`config.mk`:
```
export PLATFORM = sky130hd
export DESIGN_NAME = psg_tone_mixer
export DESIGN_NICKNAME = d
export VERILOG_FILES = /design/src/rtl/psg_mix_pkg.sv /design/src/rtl/psg_prescaler.sv /design/src/rtl/psg_period_div.sv /design/src/rtl/psg_noise_gen.sv /design/src/rtl/psg_chan_mix.sv /design/src/rtl/psg_tone_mixer.sv
export SDC_FILE = /design/constraint.sdc
export NUM_CORES = 1
export LEC_CHECK = 0
export CORE_AREA = 4 4 102 104
export CTS_CLUSTER_DIAMETER = 80
export CTS_CLUSTER_SIZE = 25
export DETAILED_ROUTE_END_ITERATION = 8
export DIE_AREA = 0 0 106 108
export DONT_BUFFER_PORTS = 1
export GPL_TIMING_DRIVEN = 0
export PLACE_DENSITY = 0.73
export REMOVE_ABC_BUFFERS = 1
export SLEW_MARGIN = 15
export SYNTH_ARGS = -nofsm -noshare
export SYNTH_HDL_FRONTEND = slang
export SYNTH_SLANG_ARGS = --single-unit
```
`constraint.sdc`:
```
create_clock -name clk -period 4.3 [get_ports clk]
set_input_delay 0.215 -clock clk [delete_from_list [all_inputs] [get_ports clk]]
set_output_delay 0.215 -clock clk [all_outputs]
set_load 0.05 [all_outputs]
```
`src/rtl/psg_mix_pkg.sv`:
```
package psg_mix_pkg;

    localparam int NUM_CH_DEF    = 3;
    localparam int TONE_W_DEF    = 12;
    localparam int NOISE_W_DEF   = 5;
    localparam int LEVEL_W_DEF   = 4;
    localparam int LFSR_W_DEF    = 17;
    localparam int LFSR_TAP_DEF  = 3;
    localparam int STEP_LOG2_DEF = 3;
    localparam int ENV_LOG2_DEF  = 4;

    // per-voice masking pair taken from the mixer control field
    typedef struct packed {
        logic tone_off;
        logic noise_off;
    } chan_mask_t;

    // where a voice takes its loudness from
    typedef enum logic {
        LVL_FIXED    = 1'b0,
        LVL_ENVELOPE = 1'b1
    } level_src_e;

endpackage

```
`src/rtl/psg_prescaler.sv`:
```
module psg_prescaler #(
    parameter int STEP_LOG2 = psg_mix_pkg::STEP_LOG2_DEF,
    parameter int ENV_LOG2  = psg_mix_pkg::ENV_LOG2_DEF
) (
    input  logic clk,
    input  logic rst,
    output logic step_o,
    output logic env_step_o
);

    logic [ENV_LOG2-1:0] tick_q;

    always_ff @(posedge clk) begin
        if (rst) tick_q <= '0;
        else     tick_q <= tick_q + 1'b1;
    end

    assign step_o     = &tick_q[STEP_LOG2-1:0];
    assign env_step_o = &tick_q;

    // a divider strobe is never two clocks long
    assert_step_single_R1: assert property (@(posedge clk) disable iff (rst)
        step_o |=> !step_o);

    // envelope strobe is followed by a quiet clock as well
    assert_env_single_R9: assert property (@(posedge clk) disable iff (rst)
        env_step_o |=> !env_step_o);

endmodule

```
`src/rtl/psg_period_div.sv`:
```
module psg_period_div #(
    parameter int W = psg_mix_pkg::TONE_W_DEF
) (
    input  logic         clk,
    input  logic         rst,
    input  logic         step_i,
    input  logic [W-1:0] period_i,
    output logic         sq_o
);

    logic [W-1:0] cnt_q;
    logic         sq_q;
    logic [W-1:0] eff_period;
    logic [W:0]   cnt_inc;
    logic         wrap;

    assign eff_period = (period_i == '0) ? {{(W-1){1'b0}}, 1'b1} : period_i;
    assign cnt_inc    = {1'b0, cnt_q} + 1'b1;
    assign wrap       = (cnt_inc >= {1'b0, eff_period});

    always_ff @(posedge clk) begin
        if (rst) begin
            cnt_q <= '0;
            sq_q  <= 1'b0;
        end else if (step_i) begin
            if (wrap) begin
                cnt_q <= '0;
                sq_q  <= ~sq_q;
            end else begin
                cnt_q <= cnt_inc[W-1:0];
            end
        end
    end

    assign sq_o = sq_q;

    // nothing moves between prescaler strobes
    assert_hold_between_steps_R1: assert property (@(posedge clk) disable iff (rst)
        !step_i |=> ($stable(cnt_q) && $stable(sq_q)));

    // after any step the count is below the period that step used
    assert_count_below_period_R3: assert property (@(posedge clk) disable iff (rst)
        step_i |=> (cnt_q < $past(eff_period)));

endmodule

```
`src/rtl/psg_noise_gen.sv`:
```
module psg_noise_gen #(
    parameter int NOISE_W  = psg_mix_pkg::NOISE_W_DEF,
    parameter int LFSR_W   = psg_mix_pkg::LFSR_W_DEF,
    parameter int LFSR_TAP = psg_mix_pkg::LFSR_TAP_DEF
) (
    input  logic               clk,
    input  logic               rst,
    input  logic               step_i,
    input  logic [NOISE_W-1:0] period_i,
    output logic               noise_o
);

    logic [NOISE_W-1:0] cnt_q;
    logic               nbit_q;
    logic [LFSR_W-1:0]  lfsr_q;
    logic [NOISE_W-1:0] eff_period;
    logic [NOISE_W:0]   cnt_inc;
    logic               wrap;
    logic               advance;
    logic               feedback;

    assign eff_period = (period_i == '0) ? {{(NOISE_W-1){1'b0}}, 1'b1} : period_i;
    assign cnt_inc    = {1'b0, cnt_q} + 1'b1;
    assign wrap       = step_i && (cnt_inc >= {1'b0, eff_period});
    // shift only when the noise bit is about to become 1
    assign advance    = wrap && !nbit_q;
    assign feedback   = lfsr_q[0] ^ lfsr_q[LFSR_TAP];

    always_ff @(posedge clk) begin
        if (rst) begin
            cnt_q  <= '0;
            nbit_q <= 1'b0;
        end else if (step_i) begin
            if (wrap) begin
                cnt_q  <= '0;
                nbit_q <= ~nbit_q;
            end else begin
                cnt_q <= cnt_inc[NOISE_W-1:0];
            end
        end
    end

    always_ff @(posedge clk) begin
        if (rst)          lfsr_q <= {{(LFSR_W-1){1'b0}}, 1'b1};
        else if (advance) lfsr_q <= {feedback, lfsr_q[LFSR_W-1:1]};
    end

    assign noise_o = lfsr_q[0];

    // the register can never fall into the all-zero lock-up state
    assert_lfsr_nonzero_R5: assert property (@(posedge clk) disable iff (rst)
        lfsr_q != '0);

    // the register moves only together with a rising noise toggle
    assert_lfsr_moves_on_rise_R5: assert property (@(posedge clk) disable iff (rst)
        !$stable(lfsr_q) |-> $rose(nbit_q));

    // noise counter stays inside its period after each step
    assert_noise_count_R4: assert property (@(posedge clk) disable iff (rst)
        step_i |=> (cnt_q < $past(eff_period)));

endmodule

```
`src/rtl/psg_chan_mix.sv`:
```
module psg_chan_mix
    import psg_mix_pkg::*;
#(
    parameter int LEVEL_W = psg_mix_pkg::LEVEL_W_DEF
) (
    input  logic               clk,
    input  logic               rst,
    input  logic               tone_i,
    input  logic               noise_i,
    input  chan_mask_t         mask_i,
    input  logic [LEVEL_W:0]   amp_i,
    input  logic [LEVEL_W-1:0] env_level_i,
    output logic               gate_o,
    output logic [LEVEL_W-1:0] level_o
);

    level_src_e         src;
    logic               gate_d;
    logic [LEVEL_W-1:0] level_d;

    assign src = level_src_e'(amp_i[LEVEL_W]);

    always_comb begin
        gate_d = (tone_i | mask_i.tone_off) & (noise_i | mask_i.noise_off);
        unique case (src)
            LVL_ENVELOPE: level_d = env_level_i;
            default:      level_d = amp_i[LEVEL_W-1:0];
        endcase
    end

    always_ff @(posedge clk) begin
        if (rst) begin
            gate_o  <= 1'b0;
            level_o <= '0;
        end else begin
            gate_o  <= gate_d;
            level_o <= level_d;
        end
    end

    // a voice with both sources masked is always audible
    assert_masked_open_R6: assert property (@(posedge clk) disable iff (rst)
        (mask_i.tone_off && mask_i.noise_off) |=> gate_o);

    // envelope-driven voices follow the envelope one clock later
    assert_env_follow_R7: assert property (@(posedge clk) disable iff (rst)
        amp_i[LEVEL_W] |=> (level_o == $past(env_level_i)));

endmodule

```
`src/rtl/psg_tone_mixer.sv`:
```
module psg_tone_mixer
    import psg_mix_pkg::*;
#(
    parameter int NUM_CH    = psg_mix_pkg::NUM_CH_DEF,
    parameter int TONE_W    = psg_mix_pkg::TONE_W_DEF,
    parameter int NOISE_W   = psg_mix_pkg::NOISE_W_DEF,
    parameter int LEVEL_W   = psg_mix_pkg::LEVEL_W_DEF,
    parameter int LFSR_W    = psg_mix_pkg::LFSR_W_DEF,
    parameter int LFSR_TAP  = psg_mix_pkg::LFSR_TAP_DEF,
    parameter int STEP_LOG2 = psg_mix_pkg::STEP_LOG2_DEF,
    parameter int ENV_LOG2  = psg_mix_pkg::ENV_LOG2_DEF
) (
    input  logic                        clk,
    input  logic                        rst,
    input  logic [NUM_CH*TONE_W-1:0]    tone_period_i,
    input  logic [NOISE_W-1:0]          noise_period_i,
    input  logic [2*NUM_CH-1:0]         mix_off_i,
    input  logic [NUM_CH*(LEVEL_W+1)-1:0] amp_i,
    input  logic [LEVEL_W-1:0]          env_level_i,
    output logic [NUM_CH-1:0]           gate_o,
    output logic [NUM_CH*LEVEL_W-1:0]   level_o,
    output logic                        env_step_o
);

    localparam int AMP_W = LEVEL_W + 1;

    logic              div_step;
    logic              noise_bit;
    logic [NUM_CH-1:0] tone_sq;

    psg_prescaler #(
        .STEP_LOG2 (STEP_LOG2),
        .ENV_LOG2  (ENV_LOG2)
    ) u_presc (
        .clk        (clk),
        .rst        (rst),
        .step_o     (div_step),
        .env_step_o (env_step_o)
    );

    psg_noise_gen #(
        .NOISE_W  (NOISE_W),
        .LFSR_W   (LFSR_W),
        .LFSR_TAP (LFSR_TAP)
    ) u_noise (
        .clk      (clk),
        .rst      (rst),
        .step_i   (div_step),
        .period_i (noise_period_i),
        .noise_o  (noise_bit)
    );

    for (genvar c = 0; c < NUM_CH; c++) begin : g_voice
        chan_mask_t mask;
        assign mask.tone_off  = mix_off_i[c];
        assign mask.noise_off = mix_off_i[NUM_CH + c];

        psg_period_div #(
            .W (TONE_W)
        ) u_div (
            .clk      (clk),
            .rst      (rst),
            .step_i   (div_step),
            .period_i (tone_period_i[c*TONE_W +: TONE_W]),
            .sq_o     (tone_sq[c])
        );

        psg_chan_mix #(
            .LEVEL_W (LEVEL_W)
        ) u_mix (
            .clk         (clk),
            .rst         (rst),
            .tone_i      (tone_sq[c]),
            .noise_i     (noise_bit),
            .mask_i      (mask),
            .amp_i       (amp_i[c*AMP_W +: AMP_W]),
            .env_level_i (env_level_i),
            .gate_o      (gate_o[c]),
            .level_o     (level_o[c*LEVEL_W +: LEVEL_W])
        );
    end

    // reset clears every registered output on the following clock
    assert_reset_clear_R8: assert property (@(posedge clk)
        rst |=> (gate_o == '0 && level_o == '0));

    // each envelope strobe lands on a divider step
    assert_env_on_step_R9: assert property (@(posedge clk) disable iff (rst)
        env_step_o |-> div_step);

endmodule

```
==> PnR_summary.wiki <==
{| class="wikitable"
! Metric !! Value
|-
| Result of the run || finished, final reports clean
|-
| Critical path start-end classification || flip-flop to flip-flop
|-
| All-layer global routing usage || 0.1973
|-
| Share of synthesized cell area in full adder, half adder and majority cells || 0.1153
|-
| Relative contribution of the clock network to total power || 0.386
|-
| Total clock buffers created by CTS || 9
|-
| Width of the chip || roughly 110 microns
|-
| Number of top-level design ports || 84
|-
| Total Nets Final || between 700 and 800
|-
| Buffer count from post-CTS setup fixing || 0
|-
| Resized Gates After CTS || 0
|-
| Wirelength, routed || ~11 mm
|-
| Synth Area in Simple Gates || 0.2213
|-
| Gate count after technology mapping || between 600 and 700
|-
| Max H-tree Level || 3
|-
| Data required time at the worst endpoint || between 4 and 5 ns
|-
| Worst-case clock skew || 0.008366 ns
|-
| Drt pass-1 iters || 5
|-
| Post-Synthesis Mean Instance Area || a little over 8 sq um
|-
| Max_cap viols || 0
|-
| Fraction of synthesized cell area in xor and xnor cells || 0.05153
|-
| Overall overflow remaining after global route || 0
|-
| Top post-synthesis cells by count || dfxtp_1 (81), inv_1 (48), ha_1 (47)
|-
| Number of filler instances in the final layout || 900
|-
| Launching element type of the critical path || flip-flop
|-
| TNS Setup || 0 ns
|-
| Main combinational cell family by area after synthesis || simple AND/OR/NAND/NOR gates
|-
| Fraction of synthesized area in multiplexers || 0.03607
|-
| Launch point of the worst reg-to-reg path || g_voice[2].u_div.cnt_q[0]
|-
| Number of cells traversed by the worst register-to-register path || 10
|-
| Highest metal layer with signal wires || met4
|-
| Number of pins with negative max-slew slack in the final report || 0
|-
| Sequential Power Share || 0.538
|-
| Min-Delay Startpoint || amp_i[11]
|-
| Clock period minus final worst setup slack || between 3 and 4 ns
|-
| Routed met1 length || roughly 4.9 mm
|-
| Pleak || roughly 2.2 nW
|-
| Clock transition at the registers of the reported paths || roughly 0.080 ns
|-
| Power density of the placed cells || around 290 nW/um^2
|-
| Area of combinational cells with multiple inputs || between 3000 and 4000 sq um
|-
| Largest cells by area after synthesis || dfxtp_1 (32%), ha_1 (12%), nand3_1 (4.4%)
|-
| Total area of sequential cells || approximately 1600 sq um
|-
| Count of routing violations after the opening detailed-route iteration || 304
|-
| Crit path DAT || between 3 and 4 ns
|-
| Fraction of final layout cells with drive strength greater than 1 || 0.07191
|-
| Fraction of power spent switching nets || 0.2464
|-
| Area of the core || around 9500 sq um
|-
| Post-Route Utilization || 0.5597
|-
| #FFs+latches synth || 81
|-
| Largest net degree at the start of global routing || 50
|-
| Nature of the critical path endpoint || flip-flop
|-
| Setup crit start || g_voice[2].u_div.cnt_q[0]
|-
| Area grow syn2layout || 4.834%
|-
| DIE AREA || ~11000 sq um
|-
| Hold violation total from the final report || 0
|-
| Clock tree from TritonCTS || yes
|-
| Remaining max-slew budget at the tightest pin || 0.2318
|-
| HPWL after detailed placement || roughly 8.2 mm
|-
| WL/cell || approximately 15 microns
|-
| Latest clock arrival within the worst-skew pair || roughly 0.35 ns
|-
| Met3 wire len || 676 microns
|-
| Combinational group share of total power || 0.076
|-
| Buffer cell driving the clock tree root || clkbuf_8
|-
| Type of the most critical hold path || input pin to flip-flop
|-
| Vias || 4323
|-
| Antenna diode count || 0
|-
| Netlist cell types || 65
|-
| Area share of the largest cell type after synthesis || 0.3180
|-
| Die boundary height || approximately 110 microns
|-
| Post-CTS Hold Buffers || 1
|-
| CTS sink count || ~80
|-
| Combined area of all synthesized cells || around 5100 sq um
|-
| Share of the synthesized area in compound gates (AO/OA/AOI/OAI) || 0.1872
|-
| Final setup violating endpoints || 0
|-
| Power dissipated by switching net loads || between 0.0003 and 0.0004 W
|-
| Port Buf Inserts || 0
|-
| Detailed-routed wire length on met2 || ~5.4 mm
|-
| Cell-internal power || approximately 0.0011 W
|-
| Number of flops mapped to enable cells by yosys || 0
|-
| Synth area leader || dfxtp_1
|-
| Avg Vias per Cell || roughly 5.9
|-
| Post-route clock period utilization || 0.8511
|-
| Number of antenna violations at the first check in global routing || 0
|-
| Via count of the first global-routing pass || a little over 4000
|-
| Antenna violation net count after detailed routing || 0
|-
| Most frequently used cell type in the post-synthesis netlist || dfxtp_1
|-
| Sequential element share of the synthesized area || 0.3180
|-
| Number of remaining DRC errors || 0
|-
| Biggest fanout along the worst timing path || 14
|-
| Number of rows in the core area || 36
|-
| Ys async rst share || 0
|-
| Number of instances on the worst hold path || 2
|-
| Transition at the pin with the smallest max-transition slack || between 1 and 1.5 ns
|-
| Gpl congestion || 0.7840
|-
| Synthesis warning total || 0
|-
| Highest achievable clock rate || roughly 0.27 GHz
|-
| Peak supply drop || approximately 190 uV
|-
| Synth Flop Type || dfxtp_1
|-
| CTS max path bufs || 2
|-
| Starting utilization of the core area || 0.5339
|-
| Setup repair after global routing missed its margin || false
|-
| Global-route wire length before repair || 18.70 mm
|}
[sequential cells by signal, indices dropped and copies added (netlist names)]
name                   cells
g_voice.u_mix.gate_o       3
u_presc.tick_q             4
g_voice.u_div.sq_o         3
g_voice.u_div.cnt_q       36
u_noise.lfsr_q            17
u_noise.nbit_q             1
g_voice.u_mix.level_o     12
u_noise.cnt_q              5
[power groups by stage]
stage          Clock [W]  Combinational [W]  Sequential [W]
6_report        0.000589           0.000116        0.000820
3_5_place_dp           0           0.000108        0.000837
4_1_cts         0.000605           0.000117        0.000820
2_1_floorplan          0          0.0000870        0.000832
5_1_grt         0.000636           0.000135        0.000823
3_3_place_gp           0           0.000100        0.000836
[metrics by stage]
stage                     setup slack [ns]  cell area [sq um]  total power, W  std cells  hold slack, ns
after floorplan                      1.316               4927       0.0009187        579          0.2841
final                               0.6402               5345        0.001525        731         0.01691
after CTS                           0.6569               5345        0.001541        731        0.005177
after global placement              0.6683               5094       0.0009365        712          0.2930
after detailed placement            0.6828               5121       0.0009446        714          0.2950
after global routing                0.3760               5345        0.001593        731         0.01350
[critical path, stage by stage (launching register included)]
cell	delay [ns]
dfxtp_1	0.43
ha_1	0.32
nand4_1	0.21
or3_1	0.37
nand2_1	0.08
ha_1	0.24
a211oi_1	0.23
o21bai_1	0.11
o2111ai_1	0.92
nand3_1	0.31
o311ai_1	0.33
[cells by family after synthesis]
logic type,count (synthesis)
adders and majority gates,47
and+or+nand+nor,217
DFF,81
muxes,18
AOI/OAI and AO/OA,136
xor gates and xnor gates,30
buffers and inverters,85
[routing by layer]
metal,vias up,track usage
li1,2187,-
met1,2010,0.2460
met2,116,0.3411
met3,10,0.04776
met4,0,0.05643
met5,-,0
[layout by cell type, fill, tap and decap left out, types with 7 or more instances in the layout]
cell type	count
ha_1	47
a32o_2	7
nand4_1	26
nor2b_1	7
nand2_1	45
inv_1	48
mux2i_1	15
nand3_1	45
dfxtp_1	81
a21oi_1	43
nor2_1	35
xnor2_1	20
clkbuf_8	9
xor2_1	10
o21ai_1	19
nor4_1	9
o21ai_0	8
nor3_1	12
[final timing paths]
kind	end	slack (ns)
max	g_voice[2].u_div.cnt_q[2]	0.64
min	g_voice[2].u_mix.level_o[1]	0.02
max reg2reg	g_voice[2].u_div.cnt_q[2]	0.64
min reg2reg	u_presc.tick_q[0]	0.44
[layout make-up]
| cell class | count | area share |
|---|---|---|
| clock inverter | 3 | 0.01217 |
| tap | 133 | 0.03113 |
| inverter | 50 | 0.03511 |
| timing repair buffer | 3 | 0.006554 |
| sequential | 81 | 0.3034 |
| multi-input combinational | 448 | 0.5857 |
| clock buffer | 13 | 0.02598 |
(Power assumes the default switching activity.)
